### src/rtl/fint_pkg.sv
package fint_pkg;
  localparam int DW       = 8;
  localparam int AW       = 8;
  localparam int NUM_RAIL = 6;
  localparam int NUM_SYS  = 4;
  localparam int NUM_GRP  = 4;
  localparam int VW       = NUM_GRP * DW;
  localparam int CLR_BIT  = 0;

  localparam logic [AW-1:0] ADDR_CTRL = 8'h14;
  localparam logic [AW-1:0] MASK_OFS  = 8'h05;
  localparam logic [AW-1:0] STAT_OFS  = 8'h16;

  // group 0: under-voltage, 1: over-voltage, 2: over-current, 3: system
  function automatic logic [AW-1:0] evt_addr(input int g);
    case (g)
      0:       return 8'h15;
      1:       return 8'h16;
      2:       return 8'h17;
      default: return 8'h19;
    endcase
  endfunction

  function automatic logic [AW-1:0] mask_addr(input int g);
    return evt_addr(g) + MASK_OFS;
  endfunction

  function automatic logic [AW-1:0] stat_addr(input int g);
    return evt_addr(g) + STAT_OFS;
  endfunction

  function automatic logic [DW-1:0] grp_impl(input int g);
    return (g < NUM_GRP - 1) ? 8'hFA : 8'hF0;
  endfunction

  function automatic logic [VW-1:0] impl_all_f();
    logic [VW-1:0] v;
    for (int g = 0; g < NUM_GRP; g++) v[g*DW +: DW] = grp_impl(g);
    return v;
  endfunction

  // rail index 0 = main buck, 1..4 = LDO1..LDO4, 5 = second buck
  function automatic logic [DW-1:0] rail_pack(input logic [NUM_RAIL-1:0] r);
    return {r[0], r[1], r[2], r[3], r[4], 1'b0, r[5], 1'b0};
  endfunction

  function automatic logic [DW-1:0] sys_pack(input logic [NUM_SYS-1:0] s);
    return {s, {(DW-NUM_SYS){1'b0}}};
  endfunction
endpackage

### src/rtl/fint_group.sv
module fint_group
  import fint_pkg::*;
#(
  parameter int            GIDX     = 0,
  parameter logic [DW-1:0] MASK_RST = '0
) (
  input  logic          clk,
  input  logic          rst_n,
  input  logic          hw_en_i,
  input  logic [DW-1:0] flt_i,
  input  logic          rd_clr_i,
  input  logic          mask_we_i,
  input  logic [DW-1:0] wdata_i,
  output logic [DW-1:0] evt_o,
  output logic [DW-1:0] stat_o,
  output logic [DW-1:0] mask_o,
  output logic          new_hit_o,
  output logic          uncover_o
);
  localparam logic [DW-1:0] IMPL = grp_impl(GIDX);

  logic [DW-1:0] stat_q, stat_d, evt_q, evt_d, mask_q, mask_d, rise;
  logic          stat_en, evt_en, mask_en;

  always_comb begin
    stat_d  = flt_i & IMPL;
    stat_en = (stat_d != stat_q);
    rise    = stat_d & ~stat_q;

    // a fresh edge wins over a read-clear in the same cycle
    evt_d = rd_clr_i ? '0 : evt_q;
    evt_d = evt_d | rise;
    evt_en = rd_clr_i | (|rise);

    mask_d  = mask_q;
    mask_en = 1'b0;
    if (!hw_en_i) begin
      mask_d  = MASK_RST & IMPL;
      mask_en = 1'b1;
    end else if (mask_we_i) begin
      mask_d  = wdata_i & IMPL;
      mask_en = 1'b1;
    end
  end

  always_ff @(posedge clk or negedge rst_n) begin
    if (!rst_n) begin
      stat_q <= '0;
      evt_q  <= '0;
      mask_q <= MASK_RST & IMPL;
    end else begin
      if (stat_en) stat_q <= stat_d;
      if (evt_en)  evt_q  <= evt_d;
      if (mask_en) mask_q <= mask_d;
    end
  end

  assign new_hit_o = |(rise & ~mask_d);
  assign uncover_o = |(evt_q & mask_q & ~mask_d);
  assign evt_o     = evt_q;
  assign stat_o    = stat_q;
  assign mask_o    = mask_q;
endmodule

### src/rtl/fint_irq.sv
module fint_irq (
  input  logic clk,
  input  logic rst_n,
  input  logic clr_req_i,
  input  logic arm_req_i,
  input  logic pend_i,
  output logic irq_oe_o
);
  logic armed_q, armed_d, armed_en;

  always_comb begin
    armed_d  = armed_q;
    armed_en = 1'b0;
    if (arm_req_i) begin
      armed_d  = 1'b1;
      armed_en = 1'b1;
    end else if (clr_req_i) begin
      armed_d  = 1'b0;
      armed_en = 1'b1;
    end
  end

  always_ff @(posedge clk or negedge rst_n) begin
    if (!rst_n)        armed_q <= 1'b0;
    else if (armed_en) armed_q <= armed_d;
  end

  assign irq_oe_o = armed_q & pend_i;
endmodule

### src/rtl/fint_rdmux.sv
module fint_rdmux
  import fint_pkg::*;
(
  input  logic               clk,
  input  logic               rst_n,
  input  logic               rd_en_i,
  input  logic [AW-1:0]      addr_i,
  input  logic [VW-1:0]      evt_all_i,
  input  logic [VW-1:0]      stat_all_i,
  input  logic [VW-1:0]      mask_all_i,
  output logic [NUM_GRP-1:0] rd_clr_o,
  output logic [DW-1:0]      rdata_o
);
  logic [DW-1:0] rd_sel, rdata_q;

  always_comb begin
    rd_sel   = '0;
    rd_clr_o = '0;
    for (int g = 0; g < NUM_GRP; g++) begin
      if (addr_i == evt_addr(g)) begin
        rd_sel      = rd_sel | evt_all_i[g*DW +: DW];
        rd_clr_o[g] = rd_en_i;
      end
      if (addr_i == mask_addr(g)) rd_sel = rd_sel | mask_all_i[g*DW +: DW];
      if (addr_i == stat_addr(g)) rd_sel = rd_sel | stat_all_i[g*DW +: DW];
    end
  end

  always_ff @(posedge clk or negedge rst_n) begin
    if (!rst_n)       rdata_q <= '0;
    else if (rd_en_i) rdata_q <= rd_sel;
  end

  assign rdata_o = rdata_q;
endmodule

### src/rtl/fault_irq_ctrl.sv
module fault_irq_ctrl
  import fint_pkg::*;
#(
  parameter logic [DW-1:0] MASK_RST = '0
) (
  input  logic                clk,
  input  logic                rst_n,
  input  logic                hw_en_i,
  input  logic [NUM_RAIL-1:0] uv_flt_i,
  input  logic [NUM_RAIL-1:0] ov_flt_i,
  input  logic [NUM_RAIL-1:0] oc_flt_i,
  input  logic [NUM_SYS-1:0]  sys_flt_i,
  input  logic                rd_en_i,
  input  logic                wr_en_i,
  input  logic [AW-1:0]       addr_i,
  input  logic [DW-1:0]       wdata_i,
  output logic [DW-1:0]       rdata_o,
  output logic                irq_oe_o
);
  logic [VW-1:0]      flt_all, evt_all, stat_all, mask_all;
  logic [NUM_GRP-1:0] rd_clr, mask_we, new_hit, uncover;
  logic               clr_req, arm_req, pend_any;

  always_comb begin
    flt_all = {sys_pack(sys_flt_i), rail_pack(oc_flt_i),
               rail_pack(ov_flt_i), rail_pack(uv_flt_i)};
    for (int g = 0; g < NUM_GRP; g++)
      mask_we[g] = wr_en_i && (addr_i == mask_addr(g));
    clr_req = wr_en_i && (addr_i == ADDR_CTRL) && wdata_i[CLR_BIT];
  end

  genvar g;
  generate
    for (g = 0; g < NUM_GRP; g++) begin : g_grp
      fint_group #(.GIDX(g), .MASK_RST(MASK_RST)) u_grp (
        .clk       (clk),
        .rst_n     (rst_n),
        .hw_en_i   (hw_en_i),
        .flt_i     (flt_all[g*DW +: DW]),
        .rd_clr_i  (rd_clr[g]),
        .mask_we_i (mask_we[g]),
        .wdata_i   (wdata_i),
        .evt_o     (evt_all[g*DW +: DW]),
        .stat_o    (stat_all[g*DW +: DW]),
        .mask_o    (mask_all[g*DW +: DW]),
        .new_hit_o (new_hit[g]),
        .uncover_o (uncover[g])
      );
    end
  endgenerate

  assign pend_any = |(evt_all & ~mask_all);
  assign arm_req  = |{new_hit, uncover};

  fint_irq u_irq (
    .clk       (clk),
    .rst_n     (rst_n),
    .clr_req_i (clr_req),
    .arm_req_i (arm_req),
    .pend_i    (pend_any),
    .irq_oe_o  (irq_oe_o)
  );

  fint_rdmux u_rd (
    .clk        (clk),
    .rst_n      (rst_n),
    .rd_en_i    (rd_en_i),
    .addr_i     (addr_i),
    .evt_all_i  (evt_all),
    .stat_all_i (stat_all),
    .mask_all_i (mask_all),
    .rd_clr_o   (rd_clr),
    .rdata_o    (rdata_o)
  );
endmodule


### config.mk
export PLATFORM = sky130hd
export DESIGN_NAME = fault_irq_ctrl
export DESIGN_NICKNAME = d
export VERILOG_FILES = /design/src/rtl/fint_pkg.sv /design/src/rtl/fint_group.sv /design/src/rtl/fint_irq.sv /design/src/rtl/fint_rdmux.sv /design/src/rtl/fault_irq_ctrl.sv
export SDC_FILE = /design/constraint.sdc
export NUM_CORES = 1
export LEC_CHECK = 0
export ABC_AREA = 1
export BUFFER_PORTS_ARGS = -buffer_cell sky130_fd_sc_hd__buf_2
export CORE_MARGIN = 5
export CORE_UTILIZATION = 55
export DETAILED_ROUTE_END_ITERATION = 16
export HOLD_SLACK_MARGIN = 0.1
export PLACE_DENSITY_LB_ADDON = 0.1
export SLEW_MARGIN = 15
export SYNTH_ARGS = -nofsm -noshare
export SYNTH_HDL_FRONTEND = slang
export SYNTH_SLANG_ARGS = --single-unit
### constraint.sdc
create_clock -name clk -period 1.65 [get_ports clk]
set_input_delay 0.33 -clock clk [delete_from_list [all_inputs] [get_ports clk]]
set_output_delay 0.33 -clock clk [all_outputs]
set_load 0.005 [all_outputs]
== After elaboration in Yosys (flattened, before gate mapping) ==
Index checks and enable logic that the tools add are counted.
Word-level totals
  register bits: 95
  input bits: 43
  output and inout bits: 9
  word-level logic and storage cells: 131
Cells by class
  eq/ne operators: 17
  muxes and demuxes: 40
  bitwise logic cells: 46
  reduce and logical (&&, ||, !) cells: 14
Operators with widths (number)
  $mux W8: 24
  $and A8 B8 Y8: 16
  $or A8 B8 Y8: 15
  $eq A8 B5 Y1 const B: 9
  $not A8 Y8: 8
  $reduce_or A64 Y1: 1
  $and A32 B32 Y32: 1
  $eq A8 B6 Y1 const B: 4
  $not A32 Y32: 1
  $reduce_or A32 Y1: 1
  $reduce_or A8 Y1: 4
  $ne A6 B6 Y1: 3
  $mux W1: 16
  $logic_and A1 B1 Y1: 6
  $ne A4 B4 Y1: 1
  $or A1 B1 Y1: 4
  $reduce_and A2 Y1: 1
  $reduce_bool A2 Y1: 1
  $and A1 B1 Y1: 1

== Logic depth before layout (Yosys ltp) ==
Gate-level depths: netlist of the first run.
  depth in word-level cells: 24
  gate-level depth with buffers: 13
  depth with buffers taken out: 12

== Cells and area by module ==
Synthesis of the first run repeated with hierarchy kept, for this count alone.
Second synthesis, totals
  cells, all modules: 873
  area total of the unflattened synthesis: 5830.6 µm²
Modules (own cells, without submodules)
  fint_group at g_grp[0].u_grp ...: times used 3, cells each 123, area an instance 1028.5 µm², seq. area each 500.5 µm²
  fint_rdmux: times used 1, cells each 284, area an instance 1390.1 µm², seq. area each 200.2 µm²
  fint_group at g_grp[3].u_grp: times used 1, cells each 99, area an instance 847.1 µm², seq. area each 400.4 µm²
  fault_irq_ctrl: times used 1, cells each 114, area an instance 460.4 µm², seq. area each 0.0 µm²
  fint_irq: times used 1, cells each 7, area an instance 47.5 µm², seq. area each 25.0 µm²

== Least setup slack after synthesis of the first run ==
Ideal clock, no wire load.
  path kind: in2reg
  start point: input addr_i[7]
  end point: register u_irq.armed_q
  data arrival time: 1.407 ns
  required time: 1.525 ns
  setup slack: 0.118 ns
  stages: 10
  cell sequence: nor2_1 -> nand3_1 -> nor2_2 -> nand3_1 -> nand3_1 -> nand2_1 -> nor2_1 -> nand2_1 -> nor2_1 -> nand3_1
On the way
  longest elaborated chain between the ends: 9
Ends and longest elaborated chain
  start: declaration: line fault_irq_ctrl.sv:15  | input logic [AW-1:0] addr_i,
  $eq A8 B5 Y1: line fault_irq_ctrl.sv:28  | mask_we[g] = wr_en_i && (addr_i == mask_addr(g));
  $logic_and A1 B1 Y1: line fault_irq_ctrl.sv:28
  $mux W8: line fint_group.sv:40  | end else if (mask_we_i) begin
  $mux W8: line fint_group.sv:37  | if (!hw_en_i) begin
  $not A8 Y8: line fint_group.sv:58, fint_group.sv:59
  $and A8 B8 Y8, on equally long branches: line fint_group.sv:59, fint_group.sv:58
  $reduce_or A64 Y1: line fault_irq_ctrl.sv:53  | assign arm_req = |{new_hit, uncover};
  $reduce_bool A2 Y1 (no line) or $mux W1 (tied branches)
  $reduce_and A2 Y1 (no line)
  end signal: assignment: line fint_irq.sv:25  | else if (armed_en) armed_q <= armed_d;
  end: declaration: line fint_irq.sv:9  | logic armed_q, armed_d, armed_en;
Several ways; a longest one is shown, not always the timed one.
A chain may end at the register's enable or synchronous reset.

== Worst setup path in the final report of the first run ==
  start point: register g_grp[1].u_grp.evt_q[3]
  end point: output irq_oe_o
On the way
  longest elaborated chain between the ends: 3
Ends and longest elaborated chain
  start: declaration: line fint_group.sv:22  | logic [DW-1:0] stat_q, stat_d, evt_q, evt_d, mask_q, mask_d, rise;
  start signal: assignment: line fint_group.sv:53  | if (evt_en) evt_q <= evt_d;
  $and A32 B32 Y32: line fault_irq_ctrl.sv:52  | assign pend_any = |(evt_all & ~mask_all);
  $reduce_or A32 Y1: line fault_irq_ctrl.sv:52
  $and A1 B1 Y1: line fint_irq.sv:28  | assign irq_oe_o = armed_q & pend_i;
  end: declaration: line fault_irq_ctrl.sv:18  | output logic irq_oe_o
Every way passes these cells.

==> reports/results.ini, run 1 <==
[yosys]
synth-seq-cells = 85
syn-num-nets = 710
synth_top_area_share_pct = 43.4
synth_top_cell_by_area = dfrtp_1
synthesis.area_mm2 = 0.00490
synth_area_leaders = dfrtp_1, nand2_1, nand3_1, inv_1, ha_1
synth-seq-area-share_pct = 43.4
synth_cell_type_count = 28
avgSynthCellArea_um2 = 7.59
synthArstFlopShare_pct = 100
yosys_warnings = 0
netlist_instances = 645
synth-edff-count = 0
synth_flop_cell = dfrtp_1

[die]
initial_core_util_pct = 56.2
num_io_pins = 52
rows = 34
core-area_mm2 = 0.00872
die_area_mm2 = 0.0109
die_w_um = 104
die_h_um = 104

[cts]
max-clock-path-buffers = 2
root_buffer = clkbuf_8
h-tree-depth = 3
cts_tree = built
cts-buffers-inserted = 9
clk_pin_slew_worst_paths_ns = 0.10
clock_sinks = 85
clkLatencyLatePin_ns = 0.37

[worst_setup_path]
r2r_cells = 6
crit_path_start = g_grp[1].u_grp.evt_o[3]$_DFFE_PN0P_
critical_path.max_fanout = 2
critPathCapture = irq_oe_o
path_class = reg -> out
crit_required_ns = 1.32
r2r_start = g_grp[2].u_grp.stat_o[6]$_DFFE_PN0P_
ff2ff_setup_slack_ns = 0.12
cp.arrival_ns = 1.68
cp-end-kind = output port
critPathLaunchType = flop
reg2reg_to = g_grp[2].u_grp.stat_o[5]$_DFFE_PN0P_

[sta]
finalCriticalPeriod_ns = 2.01
rsz0062_at_grt = true
max_freq_mhz = 498
clock_skew_ns = 0.0140
tightest_slew_ns = 0.496
fin_ws_ns = -0.359
whs_ns = 0.178
finalSetupViolCount = 1
hold_viol = 0
max-slew-margin-rel_pct = 66.8
slew_violations = 0
layout_worst_path_cycle_share_pct = 122

[grt]
grt_pass1_vias = 4979
gr-total-overflow = 0
grt_max_degree = 37
met1_usage_pct = 42.4
grt_busiest_layer = met2
grt_antenna_before_repair = 0
grt_usage_pct = 31.1
grt_pass1_wl_um = 26600
use_met3_pct = 5.65
use_met2_pct = 49.7

[power_and_ir_drop]
switching_power_mw = 1.19
pwr-share-clk_pct = 35.1
internal_power_mw = 3.06
sequentialPowerShare_pct = 50.9
leakagePower_nw = 3.51
p_total_mw = 4.25
swShare_pct = 28.0
combPwrFrac_pct = 13.9
power.density_mw_per_mm2 = 661
vdd.ir_drop.worst_v = 0.000462

[outcome]
violations = negative setup slack
status = finished, violations left

[routing]
drtPass1Iterations = 5
drc = 0
drt-total-wl_um = 17000
routedWlPerCell_um = 18.5
antenna_left = 0
avgViaCountPerCell = 5.64
via_count = 5162
drt-initial-drc-count = 382

[cells_and_area]
drive_gt1_share_pct = 27.1
syn2layout_area_growth_pct = 31.2
n_antenna_cell = 0
finalNetCount = 869

[place]
port_buffers = 50
hpwl_um = 13300
gp_congestion = 1.06

[flow_run]
maxCapViolCount = 0

[hold_path]
hp-class = in -> reg

-- sequential cells by signal, indices dropped and copies added (netlist names) --
name / flops
g_grp.u_grp.stat_o: 22
u_rd.rdata_o: 8
g_grp.u_grp.evt_o: 22
g_grp.u_grp.mask_o: 32
u_irq.armed_q: 1
-- synthesized netlist by cell type, drive strengths merged (5+ instances only) --
master	instances
nor3	5
nand3b	9
o21ai	37
inv	98
ha	22
nand4	12
a21oi	9
nor2	72
nand2	159
dfrtp	85
nand3	78
o22ai	18
o21bai	19
buf	6
-- what timing repair did --
item	4_1_cts	5_1_grt
pin swaps	4	10
endpoints found under the hold margin	24	0
buffers inserted	1	8
setup endpoints to repair	1	10
gates resized for setup	16	24
hold buffers	1	0
-- through the flow --
stage	instance area, µm²	std cells	setup slack [ns]	TNS (ns)	util [%]
floorplan	4900	645	0.118	0	-
global placement	6000	891	-0.225	-3.20	68.8
detailed placement	6000	891	-0.277	-3.62	68.8
CTS	6280	908	-0.339	-0.339	72.0
global route	6420	916	-0.407	-0.407	73.7
finish	6420	916	-0.359	-0.359	73.7
-- area by class of cell --
type	count	area, µm²
timing repair buffer	158	1100
fill	709	2300
tap	108	135
sequential	85	2130
clock inverter	4	50.0
multi-input combinational	452	2510
inverter	98	368
clock buffer	11	131
-- worst min-delay path by stage --
stage	to	start	depth (start not counted)	slack (ns)
floorplan	g_grp[0].u_grp.evt_o[1]$_DFFE_PN0P_	rst_n	0	0.03
global placement	g_grp[2].u_grp.mask_o[2]$_DFFE_PN0P_	rst_n	1	0.26
detailed placement	u_rd.rdata_o[2]$_DFFE_PN0P_	rst_n	1	0.27
CTS	g_grp[1].u_grp.stat_o[5]$_DFFE_PN0P_	ov_flt_i[2]	3	0.18
global route	g_grp[2].u_grp.stat_o[6]$_DFFE_PN0P_	oc_flt_i[1]	3	0.18
finish	g_grp[1].u_grp.stat_o[4]$_DFFE_PN0P_	ov_flt_i[3]	3	0.18
-- logic make-up after synthesis --
group | after synthesis | share of synthesized area, %
flip-flops | 85 | 43.4
AO/OA/AOI/OAI | 94 | 11.7
buffers and inverters | 108 | 8.46
adder cells (fa/ha/maj) | 22 | 5.62
AND/OR/NAND/NOR | 336 | 30.8
-- cells in the final DEF, fill, tap and decap left out, types with 10 or more instances in the layout --
master and count:
o21bai_1 19, o21ai_0 35, o22ai_1 14, nand3_1 68
nand2_2 11, nand2_1 148, buf_2 49, buf_4 104
ha_1 22, nand4_1 12, dfrtp_1 85, inv_1 90
nor2_1 60, nand3_2 10
-- worst max-delay path, stage by stage (launching register included) --
cell,delay (ns)
dfrtp_1,0.40
inv_2,0.09
o22ai_4,0.09
nor4_4,0.34
buf_4,0.18
a31oi_4,0.07
buf_2,0.14
-- routing by layer --
layer  up-vias  part of all wire, %
met5         -                    0
met4         0                  3.0
met3        41                  8.6
met2       252                   47
met1      2435                   42
li1       2434                    -
-- power by group through the flow --
stage	Clock, mW	Sequential (mW)	Combinational (mW)
after floorplan	0	2.20	0.266
after global placement	0	2.20	0.550
after detailed placement	0	2.20	0.569
after CTS	1.49	2.16	0.574
after global routing	1.58	2.17	0.657
final	1.49	2.16	0.592
Note: power is estimated with default switching activity, not from simulation.
==> run 2, diff against run 1 <==
--- a/config.mk
+++ b/config.mk
@@ -8,7 +8,7 @@
 export ABC_AREA = 1
 export BUFFER_PORTS_ARGS = -buffer_cell sky130_fd_sc_hd__buf_2
 export CORE_MARGIN = 5
-export CORE_UTILIZATION = 55
+export CORE_UTILIZATION = 54
 export DETAILED_ROUTE_END_ITERATION = 16
 export HOLD_SLACK_MARGIN = 0.1
 export PLACE_DENSITY_LB_ADDON = 0.1
==> constraint.sdc (replaced) <==
create_clock -name clk -period 1.8 [get_ports clk]
set_input_delay 0.36 -clock clk [delete_from_list [all_inputs] [get_ports clk]]
set_output_delay 0.36 -clock clk [all_outputs]
set_load 0.005 [all_outputs]
==> reports/results.ini, run 2 (synthesis results as in run 1) <==
[outcome]
status = finished, violations left
violations = negative setup slack

[die]
die_h_um = 105  ; +0.83%
die_w_um = 105  ; +0.83%
core-area_mm2 = 0.00876  ; +0.49%
num_io_pins = 52  ; unchanged
die_area_mm2 = 0.0111  ; +1.7%
initial_core_util_pct = 55.9  ; -0.27 points
rows = 34  ; unchanged

[flow_run]
maxCapViolCount = 0  ; unchanged

[worst_setup_path]
critPathLaunchType = flop
cp-end-kind = output port
crit_required_ns = 1.44  ; +0.12 ns
cp_cell_sequence = inv_2 > o22ai_2 > nor4_2 > buf_4 > a31oi_2 > buf_2
cp.arrival_ns = 1.61  ; -0.07 ns
ff2ff_setup_slack_ns = 0.21  ; +0.09 ns
path_class = reg -> out
critical_path.max_fanout = 2  ; unchanged
cp.buffers_inverters = 3  ; unchanged
cpLargestDelayFamily = flip-flops
slowest_delay_ns = 0.40  ; about the same
critPathSlowestCell = dfrtp_1

[cts]
cts-buffers-inserted = 9  ; unchanged
root_buffer = clkbuf_8
clk_pin_slew_worst_paths_ns = 0.09  ; about the same
clkLatencyLatePin_ns = 0.36  ; about the same
cts_tree = built
h-tree-depth = 3  ; unchanged
max-clock-path-buffers = 2  ; unchanged
clock_sinks = 85  ; unchanged

[sta]
hold_viol = 0  ; unchanged
whs_ns = 0.219  ; +0.0411 ns
max-slew-margin-rel_pct = 68.6  ; +1.8 points
rsz0062_at_grt = true
finalSetupViolCount = 1  ; unchanged
max_freq_mhz = 507
slew_violations = 0  ; unchanged
finalCriticalPeriod_ns = 1.97
tightest_slew_ns = 0.470  ; -0.0265 ns
clock_skew_ns = 0.0128  ; -0.00125 ns
fin_ws_ns = -0.173  ; +0.186 ns
layout_worst_path_cycle_share_pct = 110
setup_tns_ns = -0.173  ; +0.186 ns

[routing]
met2_length_um = 7430  ; -6.8%
dr_wl_met3_um = 1690  ; +16%
drtPass1Iterations = 6  ; +1
via_count = 5007  ; -3.0%
top_layer = met4
drc = 0  ; unchanged
drt-initial-drc-count = 442  ; +16%
antenna_left = 0  ; unchanged
routedWlPerCell_um = 18.1  ; -2.2%
drt-total-wl_um = 16000  ; -5.6%
routedLengthMet1_um = 6530  ; -7.4%
avgViaCountPerCell = 5.66  ; +0.39%

[cells_and_area]
nFillCells = 787  ; +11%
multi_input_area_mm2 = 0.00240  ; -4.6%
design_area_mm2 = 0.00610  ; -5.0%
post-route-util_pct = 69.6  ; -4.0 points
layout_commonest_cell = nand2_1
regArea_mm2 = 0.00213  ; unchanged
largest_reg_flops = 32  ; unchanged
final_cell_count_no_fill = 885  ; -3.4%
n_antenna_cell = 0  ; unchanged
drive_gt1_share_pct = 22.5  ; -4.6 points
mostFrequentLayoutCells = nand2_1, inv_1, dfrtp_1
finalNetCount = 838  ; -3.6%
syn2layout_area_growth_pct = 24.6

[grt]
gr-total-overflow = 0  ; unchanged
grt_max_degree = 27  ; -27%
grt_antenna_before_repair = 0  ; unchanged
grt_pass1_wl_um = 24400  ; -8.4%
grt_usage_pct = 28.4  ; -2.7 points
grt_pass1_vias = 4641  ; -6.8%

[power_and_ir_drop]
leakagePower_nw = 3.33  ; -5.1%
vdd.ir_drop.worst_v = 0.000377  ; -18%
power.density_mw_per_mm2 = 658  ; -0.45%
p_total_mw = 4.01  ; -5.4%

[place]
dpl_cell_area_mm2 = 0.00575  ; -4.1%
place_inst = 858  ; -3.7%
gp_congestion = 0.985  ; -7.0%
hpwl_um = 12700  ; -4.2%
port_buffers = 50  ; unchanged
pre_cts_ws_ns = -0.233  ; +0.0443 ns

[hold_path]
hp-class = in -> reg

## run 2: area by class of cell
| cell class | count | area share [%] |
|---|---|---|
| tap | 108 | 2.21 |
| inverter | 98 | 6.03 |
| sequential | 85 | 34.9 |
| multi-input combinational | 452 | 39.3 |
| clock buffer | 11 | 2.32 |
| clock inverter | 4 | 1.19 |
| timing repair buffer | 127 | 14.1 |
## run 2: worst paths after layout
path                                                      start                                    to  depth (start not counted)
max reg2reg                g_grp[2].u_grp.stat_o[6]$_DFFE_PN0P_             u_irq.armed_q$_DFFE_PN0P_                         10
min in group asynchronous                                 rst_n  g_grp[2].u_grp.mask_o[3]$_DFFE_PN0P_                          2
min reg2reg                g_grp[2].u_grp.mask_o[2]$_DFFE_PN0P_  g_grp[2].u_grp.mask_o[2]$_DFFE_PN0P_                          2
max in group asynchronous                                 rst_n  g_grp[0].u_grp.mask_o[3]$_DFFE_PN0P_                          3
min                                                 oc_flt_i[2]  g_grp[2].u_grp.stat_o[5]$_DFFE_PN0P_                          3
max                         g_grp[0].u_grp.evt_o[7]$_DFFE_PN0P_                              irq_oe_o                          6
## run 2: repair_timing
| action | 4_1_cts | 5_1_grt |
|---|---|---|
| endpoints found under the setup margin | 1 | 2 |
| hold buffers | 1 | 0 |
| endpoints found under the hold margin | 23 | 0 |
| gates resized for setup | 3 | 13 |
| setup buffers | 4 | 7 |
| pin swaps | 1 | 3 |
## run 2: report_power, final
| part | switching [mW] | internal (mW) | total, mW |
|---|---|---|---|
| Clock | 0.706 | 0.811 | 1.52 |
| Combinational | 0.313 | 0.200 | 0.513 |
| Sequential | 0.0262 | 1.96 | 1.98 |
## run 2: layer usage
layer / vias up / track usage (%)
met5: - / 0
met4: 0 / 9.32
met3: 34 / 5.68
met2: 294 / 44.6
met1: 2306 / 39.5
li1: 2373 / -
## run 2: tightest hold or removal path, stage by stage
cell and delay [ns]:
buf_2 0.09, nand2_1 0.04, o21ai_0 0.06
==> run 3, diff against run 2 <==
--- a/config.mk
+++ b/config.mk
@@ -8,7 +8,7 @@
 export ABC_AREA = 1
 export BUFFER_PORTS_ARGS = -buffer_cell sky130_fd_sc_hd__buf_2
 export CORE_MARGIN = 5
-export CORE_UTILIZATION = 54
+export CORE_UTILIZATION = 35
 export DETAILED_ROUTE_END_ITERATION = 16
 export HOLD_SLACK_MARGIN = 0.1
 export PLACE_DENSITY_LB_ADDON = 0.1
==> reports/results.ini, run 3 (synthesis results as in run 1) <==
[power_and_ir_drop]
swShare_pct = 25.0  ; -1.1 points
vdd.ir_drop.worst_v = 0.000402  ; +6.5%
internal_power_mw = 3.37  ; +13%
combPwrFrac_pct = 11.4  ; -1.4 points
leakagePower_nw = 3.40  ; +1.9%
sequentialPowerShare_pct = 44.2  ; -5.2 points
pwr-share-clk_pct = 44.4  ; +6.6 points
power.density_mw_per_mm2 = 713  ; +8.4%
switching_power_mw = 1.12  ; +7.3%

[sta]
slew_violations = 0  ; unchanged
max-slew-margin-rel_pct = 69.2  ; +0.67 points
finalSetupViolCount = 1  ; unchanged
clock_skew_ns = 0.00795  ; -0.00484 ns
fin_ws_ns = -0.197  ; -0.0236 ns
rsz0062_at_grt = true
hold_viol = 0  ; unchanged
finalCriticalPeriod_ns = 2.00  ; +0.0236 ns
tightest_slew_ns = 0.460  ; -0.0100 ns
max_freq_mhz = 501  ; -1.2%
layout_worst_path_cycle_share_pct = 111  ; +1.3 points

[routing]
top_layer = met4
drtPass1Iterations = 5  ; -1
met2_length_um = 7470  ; +0.62%
routedLengthMet1_um = 7810  ; +20%
dr_wl_met3_um = 1070  ; -36%
drt-initial-drc-count = 380  ; -14%
antenna_left = 0  ; unchanged
avgViaCountPerCell = 5.04  ; -11%
drc = 0  ; unchanged
drt-total-wl_um = 16900  ; +5.4%
via_count = 4835  ; -3.4%
routedWlPerCell_um = 17.6  ; -2.8%

[cells_and_area]
syn2layout_area_growth_pct = 28.5
n_antenna_cell = 0  ; unchanged
mostFrequentLayoutCells = nand2_1, inv_1, dfrtp_1
multi_input_area_mm2 = 0.00239  ; -0.26%
regArea_mm2 = 0.00213  ; unchanged
finalNetCount = 840  ; +0.24%
final_cell_count_no_fill = 960  ; +8.5%
drive_gt1_share_pct = 22.1  ; -0.47 points
nFillCells = 1404  ; +78%
layout_commonest_cell = nand2_1
largest_reg_flops = 32  ; unchanged
design_area_mm2 = 0.00629  ; +3.2%

[worst_setup_path]
critPathSlowestCell = dfrtp_1
path_class = reg -> out
r2r_start = g_grp[1].u_grp.stat_o[6]$_DFFE_PN0P_
cp.arrival_ns = 1.64  ; +0.03 ns
crit_required_ns = 1.44  ; about the same
critPathLaunchType = flop
reg2reg_to = g_grp[1].u_grp.stat_o[6]$_DFFE_PN0P_
cp_cell_sequence = inv_2 > o22ai_1 > nand3b_1 > nor3_2 > a31oi_1 > buf_2
cp-end-kind = output port
slowest_delay_ns = 0.39  ; about the same
r2r_cells = 5  ; -5
critical_path.max_fanout = 2  ; unchanged
ff2ff_setup_slack_ns = 0.28  ; +0.07 ns

[place]
pre_cts_ws_ns = -0.173  ; +0.0594 ns
dpl_cell_area_mm2 = 0.00589  ; +2.3%
hpwl_um = 13700  ; +7.5%
port_buffers = 50  ; unchanged
place_inst = 936  ; +9.1%
gp_congestion = 0.976  ; -0.88%

[cts]
clock_sinks = 85  ; unchanged
h-tree-depth = 3  ; unchanged
clkLatencyLatePin_ns = 0.35  ; about the same
root_buffer = clkbuf_16
clk_pin_slew_worst_paths_ns = 0.06  ; -0.03 ns
cts-buffers-inserted = 9  ; unchanged
max-clock-path-buffers = 2  ; unchanged
cts_tree = built

[flow_run]
maxCapViolCount = 0  ; unchanged

[die]
die_h_um = 128  ; +22%
core-area_mm2 = 0.0138  ; +58%
num_io_pins = 52  ; unchanged
initial_core_util_pct = 35.4  ; -20 points
die_w_um = 128  ; +22%
die_area_mm2 = 0.0165  ; +49%
rows = 43  ; +26%

[hold_path]
hp-class = in -> reg
worstHoldEndpoint = g_grp[2].u_grp.stat_o[5]$_DFFE_PN0P_
whs_path_depth = 3  ; unchanged
hp-start = oc_flt_i[2]

[grt]
grt_antenna_before_repair = 0  ; unchanged
grt_pass1_vias = 4854  ; +4.6%
grt_pass1_wl_um = 26300  ; +7.9%
gr-total-overflow = 0  ; unchanged
grt_max_degree = 51  ; +89%
grt_usage_pct = 21.4  ; -7.0 points

[outcome]
status = finished, violations left
violations = negative setup slack

[run 3: worst max-delay path by stage]
stage	start	to	cells after the start
after floorplan	addr_i[7]	u_irq.armed_q$_DFFE_PN0P_	10
after detailed placement	addr_i[5]	u_rd.rdata_o[7]$_DFFE_PN0P_	9
final	g_grp[1].u_grp.evt_o[5]$_DFFE_PN0P_	irq_oe_o	6
after global placement	addr_i[5]	u_irq.armed_q$_DFFE_PN0P_	14
after CTS	g_grp[1].u_grp.evt_o[4]$_DFFE_PN0P_	irq_oe_o	6
after global routing	g_grp[1].u_grp.evt_o[1]$_DFFE_PN0P_	irq_oe_o	6
[run 3: power by group through the flow]
| stage | logic, mW | clock network [mW] | registers [mW] |
|---|---|---|---|
| floorplan | 0.244 | 0 | 2.01 |
| global placement | 0.505 | 0 | 2.02 |
| detailed placement | 0.513 | 0 | 2.02 |
| CTS | 0.519 | 2.04 | 1.98 |
| global route | 0.576 | 2.13 | 1.99 |
| finish | 0.511 | 1.99 | 1.99 |
[run 3: layer usage]
layer | vias to the layer above | GRT usage, %
met5 | - | 0
met4 | 0 | 9.43
met3 | 33 | 4.75
met2 | 141 | 32.4
met1 | 2282 | 29.4
li1 | 2379 | -
[run 3: what timing repair did]
item | CTS | global route
resized for setup | 7 | 5
setup endpoints to repair | 1 | 1
buffers inserted | 4 | 3
pin swaps | 3 | 3
hold buffers | 1 | 0
hold endpoints to repair | 85 | 0
[run 3: stage by stage]
step | power [mW] | hold slack, ns | setup TNS [ns] | util, %
after detailed placement | 2.53 | 0.351 | -1.32 | 42.6
after CTS | 4.54 | 0.221 | -0.174 | 45.3
after global placement | 2.52 | 0.352 | -1.09 | 42.6
after floorplan | 2.26 | 0.0644 | 0 | -
after global routing | 4.70 | 0.236 | -0.277 | 45.5
final | 4.49 | 0.228 | -0.197 | 45.5
[run 3: layout make-up]
type                    instances  share of cell area (%)
clock buffers                  11                    3.70
flip-flops and latches         85                    33.8
clock inverters                 5                    1.19
well taps                     180                    3.58
inverters                      98                    5.84
multi-input cells             452                    38.0
repair buffers                129                    13.9
[run 3: worst max-delay path, delay by kind of cell, from the launching register on]
family	cells	cell delay [ns]
flops	1	0.39
compound gates	2	0.21
buf+inv	2	0.21
simple gates	2	0.47
